**config.mk**
```make
export PLATFORM = sky130hd
export DESIGN_NAME = eep2w_slave
export DESIGN_NICKNAME = d
export VERILOG_FILES = /design/src/rtl/eep2w_pkg.sv /design/src/rtl/eep2w_line_sync.sv /design/src/rtl/eep2w_byte_shift.sv /design/src/rtl/eep2w_addr_ctr.sv /design/src/rtl/eep2w_slave.sv
export SDC_FILE = /design/constraint.sdc
export NUM_CORES = 1
export LEC_CHECK = 0
export BUFFER_PORTS_ARGS = -buffer_cell sky130_fd_sc_hd__buf_2
export CORE_MARGIN = 10
export CORE_UTILIZATION = 52
export CTS_CLUSTER_DIAMETER = 150
export DETAILED_ROUTE_END_ITERATION = 8
export PLACE_DENSITY = 0.76
export SKIP_CTS_REPAIR_TIMING = 1
export SYNTH_ARGS = -nofsm -noshare
export SYNTH_HDL_FRONTEND = slang
export SYNTH_SLANG_ARGS = --single-unit
```
**constraint.sdc**
```tcl
create_clock -name clk -period 1.7 [get_ports clk]
set_input_delay 0 -clock clk [delete_from_list [all_inputs] [get_ports clk]]
set_output_delay 0 -clock clk [all_outputs]
set_load 0.03 [all_outputs]
```
**src/rtl/eep2w_pkg.sv**
```systemverilog
package eep2w_pkg;
    localparam int MEM_AW = 9;
    localparam int BYTE_W = 8;
    localparam logic [3:0] TYPE_CODE = 4'b1010;

    typedef enum logic [3:0] {
        ST_IDLE,
        ST_DEV,
        ST_DEV_ACK,
        ST_WADDR,
        ST_WADDR_ACK,
        ST_WDATA,
        ST_WDATA_ACK,
        ST_RDATA,
        ST_RACK
    } ctl_state_t;
endpackage

```
**src/rtl/eep2w_line_sync.sv**
```systemverilog
module eep2w_line_sync #(
    parameter int STAGES = 2
) (
    input  logic clk,
    input  logic rst_n,
    input  logic scl_i,
    input  logic sda_i,
    output logic scl_s,
    output logic sda_s,
    output logic scl_rise,
    output logic scl_fall,
    output logic start_det,
    output logic stop_det
);
    localparam int DEPTH = STAGES + 1;

    logic [1:0] line_in;
    logic [1:0] line_s;
    logic [1:0] line_d;

    assign line_in = {scl_i, sda_i};

    // one synchroniser chain per bus line, idle level is high
    for (genvar g = 0; g < 2; g++) begin : g_line
        logic [DEPTH-1:0] pipe;
        always_ff @(posedge clk or negedge rst_n) begin
            if (!rst_n) begin
                pipe <= '1;
            end else begin
                pipe <= {pipe[DEPTH-2:0], line_in[g]};
            end
        end
        assign line_s[g] = pipe[STAGES-1];
        assign line_d[g] = pipe[STAGES];
    end

    assign scl_s     = line_s[1];
    assign sda_s     = line_s[0];
    assign scl_rise  = line_s[1] & ~line_d[1];
    assign scl_fall  = ~line_s[1] & line_d[1];
    assign start_det = line_s[1] & line_d[1] & line_d[0] & ~line_s[0];
    assign stop_det  = line_s[1] & line_d[1] & ~line_d[0] & line_s[0];
endmodule

```
**src/rtl/eep2w_byte_shift.sv**
```systemverilog
module eep2w_byte_shift
    import eep2w_pkg::*;
#(
    parameter int WIDTH = BYTE_W
) (
    input  logic                       clk,
    input  logic                       rst_n,
    input  logic                       bit_clr,
    input  logic                       sample_en,
    input  logic                       sda_bit,
    input  logic                       tx_load,
    input  logic [WIDTH-1:0]           tx_data,
    input  logic                       tx_shift,
    output logic [WIDTH-1:0]           rx_byte,
    output logic                       tx_msb,
    output logic [$clog2(WIDTH+1)-1:0] bit_cnt,
    output logic                       byte_full
);
    localparam int CNT_W = $clog2(WIDTH + 1);

    logic [WIDTH-1:0] tx_reg;

    assign byte_full = (bit_cnt == CNT_W'(WIDTH));
    assign tx_msb    = tx_reg[WIDTH-1];

    always_ff @(posedge clk or negedge rst_n) begin
        if (!rst_n) begin
            bit_cnt <= '0;
        end else if (bit_clr) begin
            bit_cnt <= '0;
        end else if (sample_en && !byte_full) begin
            bit_cnt <= bit_cnt + CNT_W'(1);
        end
    end

    always_ff @(posedge clk or negedge rst_n) begin
        if (!rst_n) begin
            rx_byte <= '0;
        end else if (sample_en) begin
            rx_byte <= {rx_byte[WIDTH-2:0], sda_bit};
        end
    end

    always_ff @(posedge clk or negedge rst_n) begin
        if (!rst_n) begin
            tx_reg <= '1;
        end else if (tx_load) begin
            tx_reg <= tx_data;
        end else if (tx_shift) begin
            tx_reg <= {tx_reg[WIDTH-2:0], 1'b1};
        end
    end

    AST_EDGE_EXCL: assert property (@(posedge clk) disable iff (!rst_n)
        !(sample_en && tx_shift)) else $error("rise and fall together");
endmodule

```
**src/rtl/eep2w_addr_ctr.sv**
```systemverilog
module eep2w_addr_ctr #(
    parameter int ADDR_W = 9,
    parameter int PAGE_W = 4
) (
    input  logic              clk,
    input  logic              rst_n,
    input  logic              load,
    input  logic [ADDR_W-1:0] load_val,
    input  logic              inc_page,
    input  logic              inc_full,
    output logic [ADDR_W-1:0] addr
);
    localparam int ROW_W = ADDR_W - PAGE_W;

    always_ff @(posedge clk or negedge rst_n) begin
        if (!rst_n) begin
            addr <= '0;
        end else if (load) begin
            addr <= load_val;
        end else if (inc_page) begin
            addr <= {addr[ADDR_W-1:PAGE_W], addr[PAGE_W-1:0] + PAGE_W'(1)};
        end else if (inc_full) begin
            addr <= addr + ADDR_W'(1);
        end
    end

    AST_PAGE_ROW_HOLD: assert property (@(posedge clk) disable iff (!rst_n)
        (inc_page && !load) |=> (addr[ADDR_W-1:PAGE_W] == $past(addr[ADDR_W-1:PAGE_W])))
        else $error("page row changed");

    AST_READ_WRAP: assert property (@(posedge clk) disable iff (!rst_n)
        (inc_full && !load && !inc_page && (addr == {ADDR_W{1'b1}})) |=> (addr == '0))
        else $error("array wrap wrong");

    logic [ROW_W-1:0] unused_row;
    assign unused_row = addr[ADDR_W-1:PAGE_W];
endmodule

```
**src/rtl/eep2w_slave.sv**
```systemverilog
module eep2w_slave
    import eep2w_pkg::*;
#(
    parameter int PAGE_AW     = 4,
    parameter int SYNC_STAGES = 2
) (
    input  logic              clk,
    input  logic              rst_n,
    input  logic              scl_i,
    input  logic              sda_i,
    output logic              sda_oe_n,
    input  logic              strap_a2,
    input  logic              strap_a1,
    output logic [MEM_AW-1:0] mem_rd_addr,
    input  logic [BYTE_W-1:0] mem_rd_data,
    output logic              wr_en,
    output logic [MEM_AW-1:0] wr_addr,
    output logic [BYTE_W-1:0] wr_data
);
    localparam int CNT_W = $clog2(BYTE_W + 1);

    ctl_state_t state, nxt;

    logic scl_s, sda_s, scl_rise, scl_fall, start_det, stop_det;
    logic [BYTE_W-1:0] rx_byte;
    logic tx_msb, byte_full;
    logic [CNT_W-1:0] bit_cnt;
    logic [MEM_AW-1:0] ctr_addr;

    logic bit_clr, sample_en, tx_load, tx_shift;
    logic ctr_load, inc_page, inc_full, commit, dev_done;
    logic dev_rw, dev_msb, mack;
    logic addr_match;

    eep2w_line_sync #(.STAGES(SYNC_STAGES)) u_sync (
        .clk(clk), .rst_n(rst_n), .scl_i(scl_i), .sda_i(sda_i),
        .scl_s(scl_s), .sda_s(sda_s), .scl_rise(scl_rise), .scl_fall(scl_fall),
        .start_det(start_det), .stop_det(stop_det)
    );

    eep2w_byte_shift #(.WIDTH(BYTE_W)) u_shift (
        .clk(clk), .rst_n(rst_n), .bit_clr(bit_clr), .sample_en(sample_en),
        .sda_bit(sda_s), .tx_load(tx_load), .tx_data(mem_rd_data), .tx_shift(tx_shift),
        .rx_byte(rx_byte), .tx_msb(tx_msb), .bit_cnt(bit_cnt), .byte_full(byte_full)
    );

    eep2w_addr_ctr #(.ADDR_W(MEM_AW), .PAGE_W(PAGE_AW)) u_ctr (
        .clk(clk), .rst_n(rst_n), .load(ctr_load), .load_val({dev_msb, rx_byte}),
        .inc_page(inc_page), .inc_full(inc_full), .addr(ctr_addr)
    );

    assign mem_rd_addr = ctr_addr;
    assign addr_match  = (rx_byte[7:4] == TYPE_CODE) && (rx_byte[3] == strap_a2)
                      && (rx_byte[2] == strap_a1);

    // receive-phase sampling on every SCL rise of a data bit
    always_comb begin
        unique case (state)
            ST_DEV, ST_WADDR, ST_WDATA, ST_RDATA: sample_en = scl_rise;
            default:                              sample_en = 1'b0;
        endcase
    end

    // next state and control strobes
    always_comb begin
        nxt      = state;
        bit_clr  = 1'b0;
        tx_load  = 1'b0;
        tx_shift = 1'b0;
        ctr_load = 1'b0;
        inc_page = 1'b0;
        inc_full = 1'b0;
        commit   = 1'b0;
        dev_done = 1'b0;
        if (stop_det) begin
            nxt = ST_IDLE;
        end else if (start_det) begin
            nxt     = ST_DEV;
            bit_clr = 1'b1;
        end else begin
            unique case (state)
                ST_IDLE: begin
                    nxt = ST_IDLE;
                end
                ST_DEV: begin
                    if (scl_fall && byte_full) begin
                        dev_done = addr_match;
                        nxt      = addr_match ? ST_DEV_ACK : ST_IDLE;
                    end
                end
                ST_DEV_ACK: begin
                    if (scl_fall) begin
                        bit_clr = 1'b1;
                        if (dev_rw) begin
                            nxt     = ST_RDATA;
                            tx_load = 1'b1;
                        end else begin
                            nxt = ST_WADDR;
                        end
                    end
                end
                ST_WADDR: begin
                    if (scl_fall && byte_full) begin
                        nxt      = ST_WADDR_ACK;
                        ctr_load = 1'b1;
                    end
                end
                ST_WADDR_ACK: begin
                    if (scl_fall) begin
                        nxt     = ST_WDATA;
                        bit_clr = 1'b1;
                    end
                end
                ST_WDATA: begin
                    if (scl_fall && byte_full) begin
                        nxt      = ST_WDATA_ACK;
                        commit   = 1'b1;
                        inc_page = 1'b1;
                    end
                end
                ST_WDATA_ACK: begin
                    if (scl_fall) begin
                        nxt     = ST_WDATA;
                        bit_clr = 1'b1;
                    end
                end
                ST_RDATA: begin
                    if (scl_fall) begin
                        if (byte_full) begin
                            nxt      = ST_RACK;
                            inc_full = 1'b1;
                        end else begin
                            tx_shift = 1'b1;
                        end
                    end
                end
                ST_RACK: begin
                    if (scl_fall) begin
                        if (mack) begin
                            nxt     = ST_RDATA;
                            tx_load = 1'b1;
                            bit_clr = 1'b1;
                        end else begin
                            nxt = ST_IDLE;
                        end
                    end
                end
                default: nxt = ST_IDLE;
            endcase
        end
    end

    // state register
    always_ff @(posedge clk or negedge rst_n) begin
        if (!rst_n) begin
            state <= ST_IDLE;
        end else begin
            state <= nxt;
        end
    end

    // captured device byte fields and master acknowledge
    always_ff @(posedge clk or negedge rst_n) begin
        if (!rst_n) begin
            dev_rw  <= 1'b0;
            dev_msb <= 1'b0;
            mack    <= 1'b0;
        end else begin
            if (dev_done) begin
                dev_rw <= rx_byte[0];
                if (!rx_byte[0]) begin
                    dev_msb <= rx_byte[1];
                end
            end
            if (state == ST_RACK && scl_rise) begin
                mack <= ~sda_s;
            end
        end
    end

    // commit port toward the write engine
    always_ff @(posedge clk or negedge rst_n) begin
        if (!rst_n) begin
            wr_en   <= 1'b0;
            wr_addr <= '0;
            wr_data <= '0;
        end else begin
            wr_en <= commit;
            if (commit) begin
                wr_addr <= ctr_addr;
                wr_data <= rx_byte;
            end
        end
    end

    // outputs: open-drain enable
    always_comb begin
        unique case (state)
            ST_DEV_ACK, ST_WADDR_ACK, ST_WDATA_ACK: sda_oe_n = 1'b0;
            ST_RDATA:                               sda_oe_n = tx_msb;
            default:                                sda_oe_n = 1'b1;
        endcase
    end

    AST_START_RESTART: assert property (@(posedge clk) disable iff (!rst_n)
        start_det |=> (state == ST_DEV && bit_cnt == '0)) else $error("start");

    AST_STOP_RELEASE: assert property (@(posedge clk) disable iff (!rst_n)
        stop_det |=> (state == ST_IDLE && sda_oe_n)) else $error("stop");

    AST_NO_ACK_MISMATCH: assert property (@(posedge clk) disable iff (!rst_n)
        (state == ST_DEV && scl_fall && byte_full && !addr_match) |=> sda_oe_n)
        else $error("ack on mismatch");

    AST_WR_SINGLE: assert property (@(posedge clk) disable iff (!rst_n)
        wr_en |=> !wr_en) else $error("long strobe");

    AST_DRIVE_ON_LOW: assert property (@(posedge clk) disable iff (!rst_n)
        $fell(sda_oe_n) |-> !scl_s) else $error("drive while SCL high");
endmodule

```
==> flow_summary.yaml <==
final_layout:
  n_fill_cell: 415
  antenna_cells_inserted: 0
  registers_with_the_most_flip_flops: "u_ctr.addr (9), wr_addr (9)"
  layout_commonest_cell: "sky130_fd_sc_hd__buf_4"
  layout.cells.most_common_list: "sky130_fd_sc_hd__buf_4, sky130_fd_sc_hd__dfrtp_1, sky130_fd_sc_hd__buf_2"
  nets: 403
  area_growth_pct: 39.5
  layout-drive-gt1-share: 0.506
  design_area_sq_um: 4320
global_routing:
  global_route.overflow_total: 0
  gr-usage-all-layers: 0.160
  grt_antenna_before_repair: 0
  grt_pass1_vias: 2541
  pin_count_of_the_biggest_net_entering_global_routing: 61
  global_route_wire_length_before_repair_mm: 12.7
timing:
  final-hold-violation-count: 1
  timing.clock.skew_ns: 0.00712
  slew-limit-headroom: 0.789
  unrepaired_setup_endpoints_after_global_routing: "true"
  whs_ns: -0.0171
  worst-slew-pin-transition_ns: 0.317
  finalSetupViolCount: 9
  final_period_minus_worst_setup_slack_ns: 1.74
  fmax_ghz: 0.575
  finalCritPeriodShare: 1.02
  slew_viol_final: 0
  finalWorstSetupSlack_ns: -0.0404
worst_setup_path:
  worst-setup-path-type: "flop to flop"
  timing.critical_path.from: "u_shift.bit_cnt[0]"
  path_cells: "inv_2 -> ha_4 -> and3b_2 -> nand4_1 -> buf_4 -> buf_4 -> mux2_2"
  cp_max_fo: 7
  critPathLaunchType: "flop"
  timing.critical_path.slowest_stage_cell: "sky130_fd_sc_hd__dfrtp_1"
  worst_r2r_startpoint: "u_shift.bit_cnt[0]"
  cp_data_arrival_time_ns: 1.97
  critPathCaptureType: "flop"
  required_ns: 1.93
  crit_path_frequent_cell: "sky130_fd_sc_hd__buf_4"
  cp_slowest_stage_delay_ns: 0.39
synthesis:
  synth_seq_cells: 60
  async_set_or_reset_register_ratio_after_synthesis: 1.00
  synthesis_warnings: 0
  synth_edf_count: 0
  post_synth.cell_area_avg_sq_um: 11.1
  synth.top_cells.by_area: "sky130_fd_sc_hd__dfrtp_1, sky130_fd_sc_hd__dfstp_2, sky130_fd_sc_hd__mux2_2, sky130_fd_sc_hd__a22o_1, sky130_fd_sc_hd__o21ai_0"
  synthDistinctLibCells: 55
  synth_area_sq_um: 3100
  synthesis.instances: 279
  synth_nets: 296
  synthDominantCellAreaShare: 0.371
  synth_ff_type: "sky130_fd_sc_hd__dfrtp_1"
  synthDominantAreaCellType: "sky130_fd_sc_hd__dfrtp_1"
  sequential_cell_area_fraction_in_the_yosys_report: 0.490
pwr:
  ir_drop_mv: 0.710
  report.power.total_mw: 3.64
  cellPowerDensity_nw_per_um2: 843
  reported_leakage_power_nw: 2.13
drt:
  postRouteWirelength_mm: 8.45
  dr.pass1.iters: 7
  route.detailed.drc: 0
  number_of_drc_markers_in_iteration_0: 177
  dr_total_vias: 2730
  avgViaCountPerCell: 5.86
  postRouteAntennaNets: 0
  wire_length_per_cell_after_detailed_routing_um: 18.1
clock_network:
  numCtsBuffers: 9
  clock_transition_at_the_registers_of_the_reported_paths_ns: 0.07
  ctsRootBufferMaster: "sky130_fd_sc_hd__clkbuf_8"
  h-tree-depth: 3
  tritoncts: "yes"
  ctsLongestPathBuffers: 2
  clkSinkCount: 60
  worst_skew_pair.late_latency_ns: 0.34
min_path:
  holdCritStartpoint: "mem_rd_data[3]"
  hold_crit_class: "input pin to flop"
placed_design:
  detailedPlace.worstSlack_ns: -0.152
  place_congestion: 0.923
  postPlaceCellArea_sq_um: 3680
  place.detailed.hpwl_mm: 5.45
  portBuffers: 41
die:
  initial_core_util: 0.530
  dieHeight_um: 97.2
  design.portCount: 42
  core_region_area_sq_um: 5850
  die_area_sq_um: 9450
  floorplan.die.width_um: 97.2
  rows: 28
flow_run:
  max_cap_viols: 0
run_status:
  failing_checks: "negative hold slack, negative setup slack"
  status: "finished, violations left"
## metrics by stage
step / hold WS (ns) / instances / setup TNS (ns) / utilization
6_report: -0.0171 / 466 / -0.217 / 0.739
5_1_grt: 0.0133 / 466 / -1.21 / 0.739
4_1_cts: -0.324 / 441 / -2.65 / 0.661
3_5_place_dp: 0.0369 / 425 / -1.27 / 0.629
3_3_place_gp: 0.0283 / 425 / -0.460 / 0.629
2_1_floorplan: -0.296 / 279 / 0 / -
## synthesized netlist by cell type, types with 2 or more instances
cell and number:
sky130_fd_sc_hd__and3_1 6, sky130_fd_sc_hd__buf_6 3, sky130_fd_sc_hd__nand3_1 8, sky130_fd_sc_hd__o22ai_1 3
sky130_fd_sc_hd__a21oi_1 6, sky130_fd_sc_hd__buf_4 3, sky130_fd_sc_hd__o21bai_1 3, sky130_fd_sc_hd__ha_1 3
sky130_fd_sc_hd__a21o_1 8, sky130_fd_sc_hd__o21a_1 2, sky130_fd_sc_hd__and3b_1 2, sky130_fd_sc_hd__nand3b_1 4
sky130_fd_sc_hd__o31ai_1 2, sky130_fd_sc_hd__dfrtp_1 46, sky130_fd_sc_hd__o32ai_1 4, sky130_fd_sc_hd__dfstp_2 14
sky130_fd_sc_hd__mux2_2 25, sky130_fd_sc_hd__clkbuf_1 4, sky130_fd_sc_hd__and4bb_2 2, sky130_fd_sc_hd__nor3_1 5
sky130_fd_sc_hd__nand2_1 16, sky130_fd_sc_hd__nor4bb_1 2, sky130_fd_sc_hd__nor2_1 12, sky130_fd_sc_hd__inv_1 8
sky130_fd_sc_hd__a31oi_1 2, sky130_fd_sc_hd__nand2b_1 3, sky130_fd_sc_hd__and2b_1 2, sky130_fd_sc_hd__xor2_1 4
sky130_fd_sc_hd__a22o_1 11, sky130_fd_sc_hd__or3_1 3, sky130_fd_sc_hd__xnor2_1 5, sky130_fd_sc_hd__nor4b_1 2
sky130_fd_sc_hd__nand4_1 6, sky130_fd_sc_hd__nor4_1 3, sky130_fd_sc_hd__o211ai_1 2, sky130_fd_sc_hd__buf_2 11
sky130_fd_sc_hd__o21ai_0 16
## layout make-up
class | count | area, sq um | area share
Sequential cell | 60 | 1520 | 0.352
Multi-Input combinational cell | 190 | 1620 | 0.375
Timing Repair Buffer | 117 | 870 | 0.201
Inverter | 8 | 33.8 | 0.00781
Clock buffer | 11 | 131 | 0.0304
Clock inverter | 5 | 52.6 | 0.0122
Tap cell | 75 | 93.8 | 0.0217
## cell families after synthesis
logic type               count (synthesis)  share of synthesized area
AND/OR/NAND/NOR                         84                      0.167
AO/OA/AOI/OAI                           69                      0.164
flip-flops                              60                      0.490
buffers and inverters                   29                     0.0504
multiplexers                            25                     0.0908
XOR/XNOR                                 9                     0.0254
adder cells (fa/ha/maj)                  3                     0.0121
## power breakdown
group	total (mW)	internal (mW)	leakage (nW)	switching (mW)
sequential	1.69	1.56	0.771	0.130
clock	1.22	0.669	0.0931	0.553
combinational	0.734	0.380	1.26	0.354
## critical path: cells and delay by family, from the launching register on
kind,cells,cell delay [ns]
DFF,1,0.39
adders and majority gates,1,0.12
buffers and inverters,3,0.44
and+or+nand+nor,2,0.40
muxes,1,0.28
## path summary, 6_finish.rpt
path / endpoint / slack, ns / depth (start not counted)
min: u_shift.tx_reg[3] / -0.02 / 3
min in group asynchronous: wr_data[0] / 0.20 / 3
max reg2reg: wr_addr[6] / -0.04 / 7
min reg2reg: u_sync.g_line[1].pipe[1] / 0.36 / 0
max: wr_addr[6] / -0.04 / 7
max in group asynchronous: u_shift.tx_reg[6] / 1.19 / 3
## layer usage
| metal | track usage | share of wire | vias to the layer above |
|---|---|---|---|
| met4 | 0.0850 | 0.038 | 0 |
| met2 | 0.242 | 0.48 | 106 |
| met5 | 0 | 0 | - |
| met3 | 0.0334 | 0.053 | 39 |
| li1 | - | - | 1252 |
| met1 | 0.209 | 0.43 | 1333 |
No activity file was read; power rests on OpenSTA's default activity.
